[src/rtl/stopwake_pkg.sv]
package stopwake_pkg;

    typedef enum logic [2:0] {
        SW_RUN  = 3'd0,
        SW_STOP = 3'd1,
        SW_HOLD = 3'd2,
        SW_VEC  = 3'd3,
        SW_EXC  = 3'd4
    } sw_state_e;

    typedef struct packed {
        logic wdt;
        logic stop;
    } sw_stat_t;

    typedef struct packed {
        logic fire;
        logic by_wdt;
        logic want_exc;
    } sw_wake_t;

    function automatic logic any_change(input logic [63:0] cur, input logic [63:0] ref_lvl,
                                        input logic [63:0] en);
        return |((cur ^ ref_lvl) & en);
    endfunction

endpackage

[src/rtl/swk_pin_filter.sv]
module swk_pin_filter #(
    parameter int FILT_N = 4
) (
    input  logic clk,
    input  logic rst,
    input  logic pin_i,
    output logic level_o
);
    localparam int CW = $clog2(FILT_N + 1);

    logic          sync_a, sync_b;
    logic          lvl_q;
    logic [CW-1:0] run_q;

    always_ff @(posedge clk) begin
        if (rst) begin
            sync_a <= 1'b0;
            sync_b <= 1'b0;
            lvl_q  <= 1'b0;
            run_q  <= '0;
        end else begin
            sync_a <= pin_i;
            sync_b <= sync_a;
            if (sync_b == lvl_q) begin
                run_q <= '0;
            end else if (run_q == CW'(FILT_N - 1)) begin
                lvl_q <= sync_b;
                run_q <= '0;
            end else begin
                run_q <= run_q + 1'b1;
            end
        end
    end

    assign level_o = lvl_q;

    // the filtered level only moves to a value the synchroniser was showing
    p_flt_follows_sync_r8: assert property (@(posedge clk) disable iff (rst)
        (lvl_q != $past(lvl_q)) |-> ($past(sync_b) == lvl_q));

endmodule

[src/rtl/swk_hold_timer.sv]
module swk_hold_timer #(
    parameter int HOLD_CYC = 66
) (
    input  logic clk,
    input  logic rst,
    input  logic load_i,
    input  logic en_i,
    output logic last_o
);
    localparam int HW = $clog2(HOLD_CYC + 1);

    logic [HW-1:0] cnt_q;

    always_ff @(posedge clk) begin
        if (rst || load_i) begin
            cnt_q <= '0;
        end else if (en_i && !last_o) begin
            cnt_q <= cnt_q + 1'b1;
        end
    end

    assign last_o = (cnt_q == HW'(HOLD_CYC - 1));

endmodule

[src/rtl/swk_status.sv]
module swk_status
    import stopwake_pkg::*;
#(
    parameter int          OSC_W   = 8,
    parameter logic [OSC_W-1:0] OSC_RST = '0
) (
    input  logic             clk,
    input  logic             rst,
    input  sw_wake_t         wake_i,
    input  logic [1:0]       w1c_i,
    input  logic             osc_wr_i,
    input  logic [OSC_W-1:0] osc_wdata_i,
    output sw_stat_t         stat_o,
    output logic [OSC_W-1:0] osc_o
);
    sw_stat_t         stat_q;
    logic [OSC_W-1:0] osc_q;

    always_ff @(posedge clk) begin
        if (rst) begin
            stat_q <= '0;
            osc_q  <= OSC_RST;
        end else begin
            if (wake_i.fire) stat_q.stop <= 1'b1;
            else if (w1c_i[0]) stat_q.stop <= 1'b0;
            if (wake_i.fire && wake_i.by_wdt) stat_q.wdt <= 1'b1;
            else if (w1c_i[1]) stat_q.wdt <= 1'b0;
            if (wake_i.fire) osc_q <= OSC_RST;
            else if (osc_wr_i) osc_q <= osc_wdata_i;
        end
    end

    assign stat_o = stat_q;
    assign osc_o  = osc_q;

endmodule

[src/rtl/stopwake_ctrl.sv]
module stopwake_ctrl
    import stopwake_pkg::*;
#(
    parameter int               NPINS    = 8,
    parameter int               FILT_N   = 4,
    parameter int               HOLD_CYC = 66,
    parameter int               AW       = 16,
    parameter logic [AW-1:0]    VEC_ADDR = 16'h0002,
    parameter int               OSC_W    = 8,
    parameter logic [OSC_W-1:0] OSC_RST  = 8'hA0
) (
    input  logic             clk,
    input  logic             rst,
    input  logic             stop_req_i,
    input  logic             wdt_timeout_i,
    input  logic             wdt_exc_mode_i,
    input  logic [NPINS-1:0] pin_i,
    input  logic [NPINS-1:0] pin_wake_en_i,
    input  logic [1:0]       stat_w1c_i,
    input  logic             osc_wr_i,
    input  logic [OSC_W-1:0] osc_wdata_i,
    output logic             core_rst_o,
    output logic             vec_fetch_o,
    output logic [AW-1:0]    vec_addr_o,
    output logic             wdt_exc_o,
    output logic             stopped_o,
    output logic             stat_stop_o,
    output logic             stat_wdt_o,
    output logic [OSC_W-1:0] osc_ctl_o
);
    sw_state_e        st_q;
    logic [NPINS-1:0] flt;
    logic [NPINS-1:0] ref_q;
    logic             exc_pend_q;
    logic             hold_last;
    sw_wake_t         wake;
    sw_stat_t         stat;

    for (genvar p = 0; p < NPINS; p++) begin : g_pin
        swk_pin_filter #(.FILT_N(FILT_N)) u_flt (
            .clk     (clk),
            .rst     (rst),
            .pin_i   (pin_i[p]),
            .level_o (flt[p])
        );
    end

    always_comb begin
        wake.by_wdt   = wdt_timeout_i;
        wake.fire     = (st_q == SW_STOP) &&
                        (wdt_timeout_i || any_change(64'(flt), 64'(ref_q), 64'(pin_wake_en_i)));
        wake.want_exc = wdt_timeout_i && wdt_exc_mode_i;
    end

    always_ff @(posedge clk) begin
        if (rst) begin
            st_q       <= SW_RUN;
            ref_q      <= '0;
            exc_pend_q <= 1'b0;
        end else begin
            unique case (st_q)
                SW_RUN: if (stop_req_i) begin
                    st_q  <= SW_STOP;
                    ref_q <= flt;
                end
                SW_STOP: if (wake.fire) begin
                    st_q       <= SW_HOLD;
                    exc_pend_q <= wake.want_exc;
                end
                SW_HOLD: if (hold_last) st_q <= SW_VEC;
                SW_VEC:  st_q <= exc_pend_q ? SW_EXC : SW_RUN;
                default: st_q <= SW_RUN;
            endcase
        end
    end

    swk_hold_timer #(.HOLD_CYC(HOLD_CYC)) u_hold (
        .clk    (clk),
        .rst    (rst),
        .load_i (wake.fire),
        .en_i   (st_q == SW_HOLD),
        .last_o (hold_last)
    );

    swk_status #(.OSC_W(OSC_W), .OSC_RST(OSC_RST)) u_stat (
        .clk         (clk),
        .rst         (rst),
        .wake_i      (wake),
        .w1c_i       (stat_w1c_i),
        .osc_wr_i    (osc_wr_i),
        .osc_wdata_i (osc_wdata_i),
        .stat_o      (stat),
        .osc_o       (osc_ctl_o)
    );

    assign core_rst_o  = (st_q == SW_HOLD);
    assign vec_fetch_o = (st_q == SW_VEC);
    assign wdt_exc_o   = (st_q == SW_EXC);
    assign stopped_o   = (st_q == SW_STOP);
    assign vec_addr_o  = VEC_ADDR;
    assign stat_stop_o = stat.stop;
    assign stat_wdt_o  = stat.wdt;

    // sequence phases are mutually exclusive
    p_phase_excl_r1: assert property (@(posedge clk) disable iff (rst)
        $onehot0({core_rst_o, vec_fetch_o, wdt_exc_o, stopped_o}));
    // reset release is followed by the vector strobe in that very cycle
    p_release_fetch_r3: assert property (@(posedge clk) disable iff (rst)
        $fell(core_rst_o) |-> vec_fetch_o);
    // the hold only starts out of the stopped state
    p_hold_from_stop_r2: assert property (@(posedge clk) disable iff (rst)
        $rose(core_rst_o) |-> $past(stopped_o));
    // entering the hold has recorded the STOP cause
    p_stop_bit_r4: assert property (@(posedge clk) disable iff (rst)
        $rose(core_rst_o) |-> stat_stop_o);
    // time-out while stopped records the WDT cause
    p_wdt_bit_r5: assert property (@(posedge clk) disable iff (rst)
        (stopped_o && wdt_timeout_i) |=> (stat_wdt_o && core_rst_o));
    // exception request only directly after the vector strobe
    p_exc_after_fetch_r6: assert property (@(posedge clk) disable iff (rst)
        wdt_exc_o |-> $past(vec_fetch_o));

endmodule

[config.mk]
export PLATFORM = sky130hd
export DESIGN_NAME = stopwake_ctrl
export DESIGN_NICKNAME = d
export VERILOG_FILES = /design/src/rtl/stopwake_pkg.sv /design/src/rtl/swk_pin_filter.sv /design/src/rtl/swk_hold_timer.sv /design/src/rtl/swk_status.sv /design/src/rtl/stopwake_ctrl.sv
export SDC_FILE = /design/constraint.sdc
export NUM_CORES = 1
export LEC_CHECK = 0
export ABC_CLOCK_PERIOD_IN_PS = 5100
export BUFFER_PORTS_ARGS = -buffer_cell sky130_fd_sc_hd__buf_4
export CAP_MARGIN = 20
export CORE_ASPECT_RATIO = 1.75
export CORE_MARGIN = 2
export CORE_UTILIZATION = 58
export DETAILED_ROUTE_END_ITERATION = 8
export MAX_ROUTING_LAYER = met4
export PLACE_DENSITY_LB_ADDON = 0.3
export SLEW_MARGIN = 25
export SYNTH_ARGS = -nofsm -noshare
export SYNTH_HDL_FRONTEND = slang
export SYNTH_SLANG_ARGS = --single-unit
[constraint.sdc]
create_clock -name clk -period 5.1 [get_ports clk]
set_clock_uncertainty 0.15 [all_clocks]
set_input_delay 1.02 -clock clk [delete_from_list [all_inputs] [get_ports clk]]
set_output_delay 1.02 -clock clk [all_outputs]
set_load 0.005 [all_outputs]
After elaboration in Yosys (flattened, before gate mapping)
Index checks and enable logic that the tools add are counted.
{"block": "word_totals", "ff_bits": 77, "input_bits": 32}
{"block": "op_classes", "addsub": 9, "n_eq_ne": 24, "muxes": 9, "n_bitwise": 10, "reduce_logical": 31}
{"op": "$reduce_or 64->1", "n": 1}
{"op": "$eq 3x2->1 const B", "n": 10}
{"op": "$add 3x1->3 const B", "n": 8}
{"op": "$reduce_or 3->1", "n": 8}
{"op": "$reduce_and 2->1", "n": 10}
{"op": "$mux 3", "n": 4}
{"op": "$pmux 3 s4", "n": 1}
{"op": "$and 8x8->8", "n": 1}
{"op": "$eq 1x1->1", "n": 8}
{"op": "$not 1->1", "n": 8}
{"op": "$xor 8x8->8", "n": 1}
{"op": "$add 7x1->7 const B", "n": 1}
{"op": "$eq 7x7->1 const B", "n": 1}
{"op": "$logic_and 1x1->1", "n": 4}
{"op": "$mux 1", "n": 4}
{"op": "$ne 2x2->1 const B", "n": 2}
{"op": "$reduce_bool 2->1", "n": 2}
{"op": "$eq 3x1->1 const B", "n": 1}
{"op": "$eq 3x3->1 const B", "n": 1}
{"op": "$logic_not 3->1", "n": 1}
{"op": "$reduce_and 3->1", "n": 1}
{"op": "$logic_or 1x1->1", "n": 2}
{"op": "$ne 2x1->1 const B", "n": 1}
{"op": "$reduce_or 2->1", "n": 1}
{"op": "$logic_not 1->1", "n": 1}

Depth between registers and ports, before layout
Gate-level depths: netlist of run 1.
{"block": "logic_depth", "ltp_word": 7, "depth_mapped": 7}

Cells and area by module
Synthesis of run 1 repeated with hierarchy kept, for this count alone.
{"block": "unflattened", "hier_cells": 309, "hier_area_um2": 3173.0}
{"mod": "swk_pin_filter", "n_inst": 8, "cells_each": 17, "area_per_inst_um2": 211.5, "seq_area_each_um2": 120.1}
{"mod": "stopwake_ctrl", "n_inst": 1, "cells_each": 94, "area_per_inst_um2": 737.0, "seq_area_each_um2": 240.2}
{"mod": "swk_hold_timer", "n_inst": 1, "cells_each": 43, "area_per_inst_um2": 381.6, "seq_area_each_um2": 140.1}
{"mod": "swk_status", "n_inst": 1, "cells_each": 36, "area_per_inst_um2": 362.8, "seq_area_each_um2": 200.2}

Worst setup path before layout of run 1
No wires, ideal clock.
{"block": "synth_timing", "kind": "input -> register", "startpoint": "input port pin_wake_en_i[1]", "endpoint": "register u_stat.osc_q[7] (netlist: u_stat.osc_o[7])", "setup_ps": 120, "t_arrival_ps": 1912, "slack_ps": 2918, "path_stages": 4, "n_path_buf": 0, "cell_sequence": "a221oi_2 nand4_2 a21o_1 a211o_1"}
{"block": "synth_between", "elab_chain_len": 5}
{"element": "from (decl)", "line": "stopwake_ctrl.sv:18", "rtl": "input logic [NPINS-1:0] pin_wake_en_i,"}
{"element": "$and 8x8->8", "line": "stopwake_pkg.sv:24", "rtl": "return |((cur ^ ref_lvl) & en);"}
{"element": "$reduce_or 64->1", "line": "stopwake_pkg.sv:24"}
{"element": "$logic_or 1x1->1", "line": "stopwake_ctrl.sv:51", "rtl": "(wdt_timeout_i || any_change(64'(flt), 64'(ref_q), 64'(pin_wake_en_i)));"}
{"element": "$logic_and 1x1->1", "line": "stopwake_ctrl.sv:50", "rtl": "wake.fire = (st_q == SW_STOP) &&"}
{"element": "$reduce_or 2->1 (no source line)"}
{"element": "to (signal assigned)", "line": "swk_status.sv:29", "rtl": "else if (osc_wr_i) osc_q <= osc_wdata_i;"}
{"element": "to (decl)", "line": "swk_status.sv:17", "rtl": "logic [OSC_W-1:0] osc_q;"}
Every way passes these cells.
A chain may end at the register's enable or synchronous reset.

Worst setup path in the final report of run 1
{"block": "layout_timing", "startpoint": "register st_q[1]", "endpoint": "output port core_rst_o"}
{"block": "layout_between", "elab_chain_len": 1}
{"element": "from (decl)", "line": "stopwake_ctrl.sv:31", "rtl": "sw_state_e st_q;"}
{"element": "from (signal assigned)", "line": "stopwake_ctrl.sv:71", "rtl": "SW_VEC: st_q <= exc_pend_q ? SW_EXC : SW_RUN;"}
{"element": "$eq 3x2->1", "line": "stopwake_ctrl.sv:96", "rtl": "assign core_rst_o = (st_q == SW_HOLD);"}
{"element": "to (decl)", "line": "stopwake_ctrl.sv:22", "rtl": "output logic core_rst_o,"}
Every way passes these cells.

==> parameters.txt, run 1 <==
Parameter                              Value

Worst setup path
  Top delay family on crit path    simple AND/OR/NAND/NOR gates
  Endpoint of the worst register-to-register path    u_stat.osc_o[7]$_SDFFE_PP1P_
  Sum of buffers and inverters on the critical path    1
  Largest incremental delay on the critical path    0.45 ns
  Element type at the critical path end    primary output
  Slowest-stage cell, CP    sky130_fd_sc_hd__nor3b_1
  Worst r2r src    g_pin[1].u_flt.level_o$_SDFFE_PP0P_
  Cell count of the worst reg-to-reg path    5
  Arrival time at the worst endpoint    1.43 ns
  Setup CP Type    reg -> out
  Kind of start point of the critical path    register
  Cell Chain, Critical Path    nor3b_1, buf_4
  Register-to-register path setup slack    3.09 ns
  Endpoint required time on the critical path    3.93 ns
  Critical Path Fanout Max    6

Run
  Max-capacitance violation count    0

Drt
  DRC marker count from the first detailed-route iteration    31
  Post-detailed-route DRC marker count    1
  Via total after detailed routing    2,067
  Routed Antenna Nets    0
  Pre-Repair DR Iteration Count    6
  Vias per Instance    4.969
  Total wire length after detailed routing    4.909 mm
  Routed wire length per instance    11.80 um

GRT
  Routing usage on met2    0.3205
  Maximum number of pins on one net before global-route repair    49
  GR Util met3    0.04639
  Overflow left after global routing    0
  Number of global-route vias before repair    1,990
  Most used routing layer    met2
  Met1 track demand over resource    0.2076
  Antenna violations before repair    0
  Global router's overall resource usage    0.1921
  Global-route wire length before repair    8.293 mm

Clock tree
  Longest Clk Path Bufs    2
  Clock-pin slew on the worst setup and hold paths    0.08 ns
  Hold bufs inserted after CTS    0
  Clock tree sinks    77
  Maximum level of the CTS H-tree    3
  Master cell of the clock root buffer    sky130_fd_sc_hd__clkbuf_8
  Worst-Skew Late Latency    0.34 ns
  Clock tree from TritonCTS    built
  Count of buffers added by post-CTS timing repair for setup    0
  Resized Gates After CTS    0
  TritonCTS Buffers    9

Final layout
  Commonest cells after routing, fill and taps aside    77 x sky130_fd_sc_hd__dfxtp_1, 48 x sky130_fd_sc_hd__nor2_1, 45 x sky130_fd_sc_hd__buf_4
  Share of cells above drive strength 1    0.1773
  Antenna cells    0
  Most common library cell in the layout ignoring fill and taps    sky130_fd_sc_hd__dfxtp_1
  Net count reported at finish    406
  Total non-filler cell area in the finished layout    3577 um^2
  Area added between synthesis and finish    17.17%

Power and ir drop
  Internal power of the cells    938.3 uW
  Switch Pwr    269.4 uW
  Power share of the combinational group    0.064
  Peak supply drop    228.0 uV
  Power, Total    1208 uW
  Seq pwr share    0.518
  Power density over the cells    337.6 nW/um^2
  Leakage    0.001549 uW
  Relative contribution of the clock network to total power    0.418
  Net Sw Frac    0.2231

Logic synthesis
  Post-synth cell types    36
  Count of mapped cells out of synthesis    311
  Number of enable flip-flop cells after synthesis    0
  Post-synth design cell area    3053 um^2
  Share of synthesized area occupied by flip-flops and latches    0.5049
  Number of register bits inferred by synthesis    77
  YS warnings    0
  Syn Area/Cell    9.816 um^2
  Leading register cell type out of synthesis    sky130_fd_sc_hd__dfxtp_1
  Share of flip-flops with an asynchronous set or reset    0

Floorplan
  Die outline area    5883 um^2
  Boundary Pins    62
  Starting density of the core    0.5908
  Number of core rows    35
  Die span in y    99.98 um
  Horiz. Die Dim    58.85 um
  Area of the placeable core    5167 um^2

Placed design
  Quantity of I/O buffers inserted on ports    45
  Final GP Congestion    0.8092
  DPL Wire Length    3.551 mm
  Placed instance area    3354 um^2

Outcome
  Violated checks    design-rule violations
  Run status    finished with violations

Hold path
  Launch instance of the worst min-delay path    g_pin[0].u_flt.run_q[0]$_SDFF_PP0_
  Cell depth of the worst hold path    1
  Worst Hold Class    reg -> reg
  Hold Path End    g_pin[0].u_flt.run_q[0]$_SDFF_PP0_

STA
  Final period util    0.5093
  Final total negative setup slack    0 ns
  Hold Vio Cnt, Final    0
  Shortest clock period the worst path allows after layout    2.597 ns
  Slew @ Worst Pin    0.5408 ns
  Relative max-transition margin    0.6344
  Count of pins over their slew limit    0
  Unrepaired setup endpoints after global routing    false
  Highest Clock Rate    385.0 MHz
  Setup-failing EPs final    0
==> state kept, by name, summed over array words and instances (netlist names) <==
register and count:
g_pin.u_flt.level_o 8, g_pin.u_flt.sync_b 8, g_pin.u_flt.run_q 24, g_pin.u_flt.sync_a 8, u_hold.cnt_q 7, u_stat.stat_o 2, st_q 3, ref_q 8
exc_pend_q 1, u_stat.osc_o 8
==> power by group through the flow <==
stage               Combinational [uW]  Clock, uW  Sequential, uW
finish                            77.2        505             626
global route                      86.6        544             628
CTS                               78.2        518             626
detailed placement                78.1          0             640
global placement                  76.3          0             639
floorplan                         51.7          0             638
==> final cells by class <==
class	count	area [um^2]
clock inverter	6	95.09
multi-input combinational	204	1335
inverter	19	71.32
timing repair buffer	45	337.8
sequential	77	1541
fill	409	1590
tap	55	68.82
clock buffer	10	127.6
==> per-layer routing <==
layer | part of all wire | up-vias | wire length (um)
met3 | 0.048 | 10 | 235
met1 | 0.41 | 946 | 2003
met2 | 0.52 | 48 | 2571
met5 | 0 | - | 0
met4 | 0.020 | 0 | 98
li1 | - | 1063 | -
==> worst max path at each step <==
stage,start,to,slack [ns],depth (start not counted)
after floorplan,pin_wake_en_i[1],u_stat.osc_o[7]$_SDFFE_PP1P_,2.92,4
after global placement,pin_wake_en_i[1],u_stat.osc_o[5]$_SDFFE_PP1P_,2.55,5
after detailed placement,pin_wake_en_i[1],u_stat.osc_o[7]$_SDFFE_PP1P_,2.53,5
after CTS,st_q[1]$_SDFFE_PP0P_,core_rst_o,2.48,2
after global routing,st_q[0]$_SDFFE_PP0P_,stopped_o,2.40,2
final,st_q[1]$_SDFFE_PP0P_,core_rst_o,2.50,2
==> cells in the mapped netlist (all sizes together) (2+ instances only) <==
library cell  count  share of area
dfxtp            77           0.50
nor2             48          0.059
nor2b            21          0.043
inv              19          0.023
nand2            19          0.023
buf              18          0.043
ha               18          0.074
mux2i            14          0.046
xnor2            11          0.032
xor2             11          0.032
a21oi             9          0.015
or3               8          0.016
clkbuf            7         0.0086
nor3b             4          0.011
a22oi             3         0.0074
a211o             2         0.0057
a31oi             2         0.0041
and4              2         0.0057
conb              2         0.0025
nand3             2         0.0033
==> cell families (layout without fill, tap and decap cells) <==
| family | Yosys count | count (layout) | synth area share |
|---|---|---|---|
| compound gates | 24 | 24 | 0.05615 |
| xor+xnor | 22 | 22 | 0.06311 |
| fa+ha+maj | 18 | 18 | 0.07377 |
| buf+inv | 44 | 80 | 0.07500 |
| flops | 77 | 77 | 0.5049 |
| mux | 14 | 14 | 0.04590 |
| other cells | 2 | 16 | 0.002460 |
| simple gates | 110 | 110 | 0.1787 |
==> metrics by stage <==
step                std cells    util  worst slack, ns  hold WS, ns
floorplan                 325       -            2.918       0.2490
detailed placement        400  0.6492            2.526       0.2613
global route              416  0.6923            2.399       0.2859
CTS                       416  0.6923            2.478       0.2719
global placement          400  0.6492            2.552       0.2567
finish                    416  0.6923            2.503       0.2707
Note: power is estimated with default switching activity, not from simulation.
==> run 2, diff against run 1 <==
--- a/config.mk
+++ b/config.mk
@@ -5,12 +5,12 @@
 export SDC_FILE = /design/constraint.sdc
 export NUM_CORES = 1
 export LEC_CHECK = 0
-export ABC_CLOCK_PERIOD_IN_PS = 5100
+export ABC_CLOCK_PERIOD_IN_PS = 2400
 export BUFFER_PORTS_ARGS = -buffer_cell sky130_fd_sc_hd__buf_4
 export CAP_MARGIN = 20
 export CORE_ASPECT_RATIO = 1.75
 export CORE_MARGIN = 2
-export CORE_UTILIZATION = 58
+export CORE_UTILIZATION = 54
 export DETAILED_ROUTE_END_ITERATION = 8
 export MAX_ROUTING_LAYER = met4
 export PLACE_DENSITY_LB_ADDON = 0.3
==> constraint.sdc (replaced) <==
create_clock -name clk -period 2.4 [get_ports clk]
set_clock_uncertainty 0.15 [all_clocks]
set_input_delay 0.48 -clock clk [delete_from_list [all_inputs] [get_ports clk]]
set_output_delay 0.48 -clock clk [all_outputs]
set_load 0.005 [all_outputs]
==> parameters.txt, run 2 (same netlist as run 1, synthesis figures left out) <==
Parameter                              Value

Placed design
  Worst slack, placed    0.3676 ns (-2.158 ns)
  DPL Wire Length    3.480 mm (-2.0%)
  Quantity of I/O buffers inserted on ports    45 (unchanged)
  Final GP Congestion    0.8301 (+2.6%)

Drt
  Routed Antenna Nets    0 (unchanged)
  Pre-Repair DR Iteration Count    4 (-2)
  DRC marker count from the first detailed-route iteration    41 (+32%)
  Total wire length after detailed routing    4.699 mm (-4.3%)
  Via total after detailed routing    2,087 (+0.97%)
  Routed wire length per instance    10.78 um (-8.7%)
  Post-detailed-route DRC marker count    0 (-1)
  Vias per Instance    4.787 (-3.7%)

Floorplan
  Boundary Pins    62 (unchanged)
  Number of core rows    36 (+2.9%)
  Area of the placeable core    5495 um^2 (+6.3%)
  Horiz. Die Dim    60.84 um (+3.4%)
  Die outline area    6295 um^2 (+7.0%)
  Starting density of the core    0.5556 (-0.03524)
  Die span in y    103.5 um (+3.5%)

Worst setup path
  Register-to-register path setup slack    0.41 ns (-2.68 ns)
  Arrival time at the worst endpoint    1.44 ns (about the same)
  Kind of start point of the critical path    register
  Cell count of the worst reg-to-reg path    5 (unchanged)
  Setup CP Type    reg -> out
  Element type at the critical path end    primary output
  Cell Chain, Critical Path    nor3b_1, buf_4
  Critical Path Fanout Max    6 (unchanged)
  Largest incremental delay on the critical path    0.46 ns (about the same)
  Endpoint required time on the critical path    1.77 ns (-2.16 ns)
  Slowest-stage cell, CP    sky130_fd_sc_hd__nor3b_1

Final layout
  Most common library cell in the layout ignoring fill and taps    sky130_fd_sc_hd__dfxtp_1
  Net count reported at finish    406 (unchanged)
  Share of cells above drive strength 1    0.1778 (+0.0004925)
  Register containing the most flip-flops in the final layout    g_pin.u_flt.run_q
  Antenna cells    0 (unchanged)
  Area added between synthesis and finish    17.25% (about the same)
  Commonest cells after routing, fill and taps aside    77 x sky130_fd_sc_hd__dfxtp_1, 48 x sky130_fd_sc_hd__nor2_1, 45 x sky130_fd_sc_hd__buf_4
  Number of flip-flops under the largest register name    24 (unchanged)

Power and ir drop
  Peak supply drop    486.6 uV (+110%)
  Switch Pwr    534.1 uW (+98%)
  Internal power of the cells    1925 uW (+110%)
  Net Sw Frac    0.2172 (-0.005895)
  Power density over the cells    687.0 nW/um^2 (+100%)
  Relative contribution of the clock network to total power    0.392 (-0.026)
  Seq pwr share    0.541 (+0.023)
  Power share of the combinational group    0.067 (+0.003)
  Leakage    0.001539 uW (-0.66%)

STA
  Count of pins over their slew limit    0 (unchanged)
  Relative max-transition margin    0.6453 (+0.01085)
  Final total negative setup slack    0 ns (unchanged)
  Slew @ Worst Pin    0.5247 ns (-0.01606 ns)
  Final Worst Setup Slack    0.3326 ns (-2.170 ns)
  Setup-failing EPs final    0 (unchanged)
  Final period util    0.8614
  Highest Clock Rate    483.7 MHz
  Unrepaired setup endpoints after global routing    false
  Hold Vio Cnt, Final    0 (unchanged)
  Shortest clock period the worst path allows after layout    2.067 ns

Hold path
  Cell depth of the worst hold path    2 (+1)
  Worst Hold Class    in -> reg

GRT
  Routing usage on met2    0.2961 (-0.02440)
  GR Util met3    0.05597 (+0.009578)
  Global router's overall resource usage    0.1768 (-0.01528)
  Most used routing layer    met2
  Antenna violations before repair    0 (unchanged)
  Number of global-route vias before repair    1,976 (-0.70%)
  Met1 track demand over resource    0.1797 (-0.02786)
  Overflow left after global routing    0 (unchanged)
  Maximum number of pins on one net before global-route repair    49 (unchanged)
  Global-route wire length before repair    7.990 mm (-3.7%)

Clock tree
  Resized Gates After CTS    0 (unchanged)
  TritonCTS Buffers    9 (unchanged)
  Clock tree sinks    77 (unchanged)
  Clock tree from TritonCTS    built
  Worst-Skew Late Latency    0.34 ns (about the same)
  Master cell of the clock root buffer    sky130_fd_sc_hd__clkbuf_8
  Clock-pin slew on the worst setup and hold paths    0.08 ns (about the same)
  Maximum level of the CTS H-tree    3 (unchanged)
  Count of buffers added by post-CTS timing repair for setup    0 (unchanged)
  Hold bufs inserted after CTS    0 (unchanged)
  Longest Clk Path Bufs    2 (unchanged)

Outcome
  Run status    completed

Run
  Max-capacitance violation count    0 (unchanged)
## run 2: cell types whose count changed in the layout (fill, tap and decap cells not counted), sizes merged
| cell | change |
|---|---|
| clkbuf | +1 |
| clkinvlp | +1 |
| bufinv | -1 |
| inv | -2 |
## run 2: stage by stage
step | util | hold slack [ns] | cell area (um^2) | power (uW) | instances
floorplan | - | 0.2490 | 3105 | 1466 | 325
CTS | 0.6514 | 0.1726 | 3580 | 2496 | 436
detailed placement | 0.6152 | 0.2639 | 3381 | 1527 | 421
global route | 0.6514 | 0.1855 | 3580 | 2570 | 436
global placement | 0.6152 | 0.2565 | 3381 | 1523 | 421
finish | 0.6514 | 0.1900 | 3580 | 2459 | 436
## run 2: path summary, 6_finish.rpt
check	start	endpoint
worst min register to register	g_pin[1].u_flt.run_q[0]$_SDFF_PP0_	g_pin[1].u_flt.run_q[0]$_SDFF_PP0_
worst min-delay path	osc_wdata_i[7]	u_stat.osc_o[7]$_SDFFE_PP1P_
worst max-delay path	st_q[1]$_SDFFE_PP0P_	core_rst_o
worst max register to register	g_pin[1].u_flt.level_o$_SDFFE_PP0P_	u_stat.osc_o[5]$_SDFFE_PP1P_
## run 2: routing by layer
layer  part of all wire  vias up  routed length, um
met1               0.41      972               1942
met4              0.024        0                112
met3              0.046        9                217
met5                  0        -                  0
li1                   -     1064                  -
met2               0.52       42               2426
## run 2: critical path, delay by kind of cell, from the launching register on
family,cells,cell delay (ns)
buffers and inverters,1,0.20
and+or+nand+nor,1,0.46
DFF,1,0.43
## run 2: area by class of cell
class                      count  area [um^2]
clock buffer                  11        151.4
clock inverter                 4        47.55
fill                         495         1916
inverter                      19        71.32
multi-input combinational    204         1335
sequential                    77         1541
tap                           76        95.09
timing repair buffer          45        337.8
## run 2: power groups by stage
stage / clock network (uW) / logic [uW] / registers [uW]
2_1_floorplan: 0 / 110 / 1360
3_3_place_gp: 0 / 164 / 1360
3_5_place_dp: 0 / 168 / 1360
4_1_cts: 998 / 169 / 1330
5_1_grt: 1050 / 188 / 1330
6_report: 964 / 166 / 1330
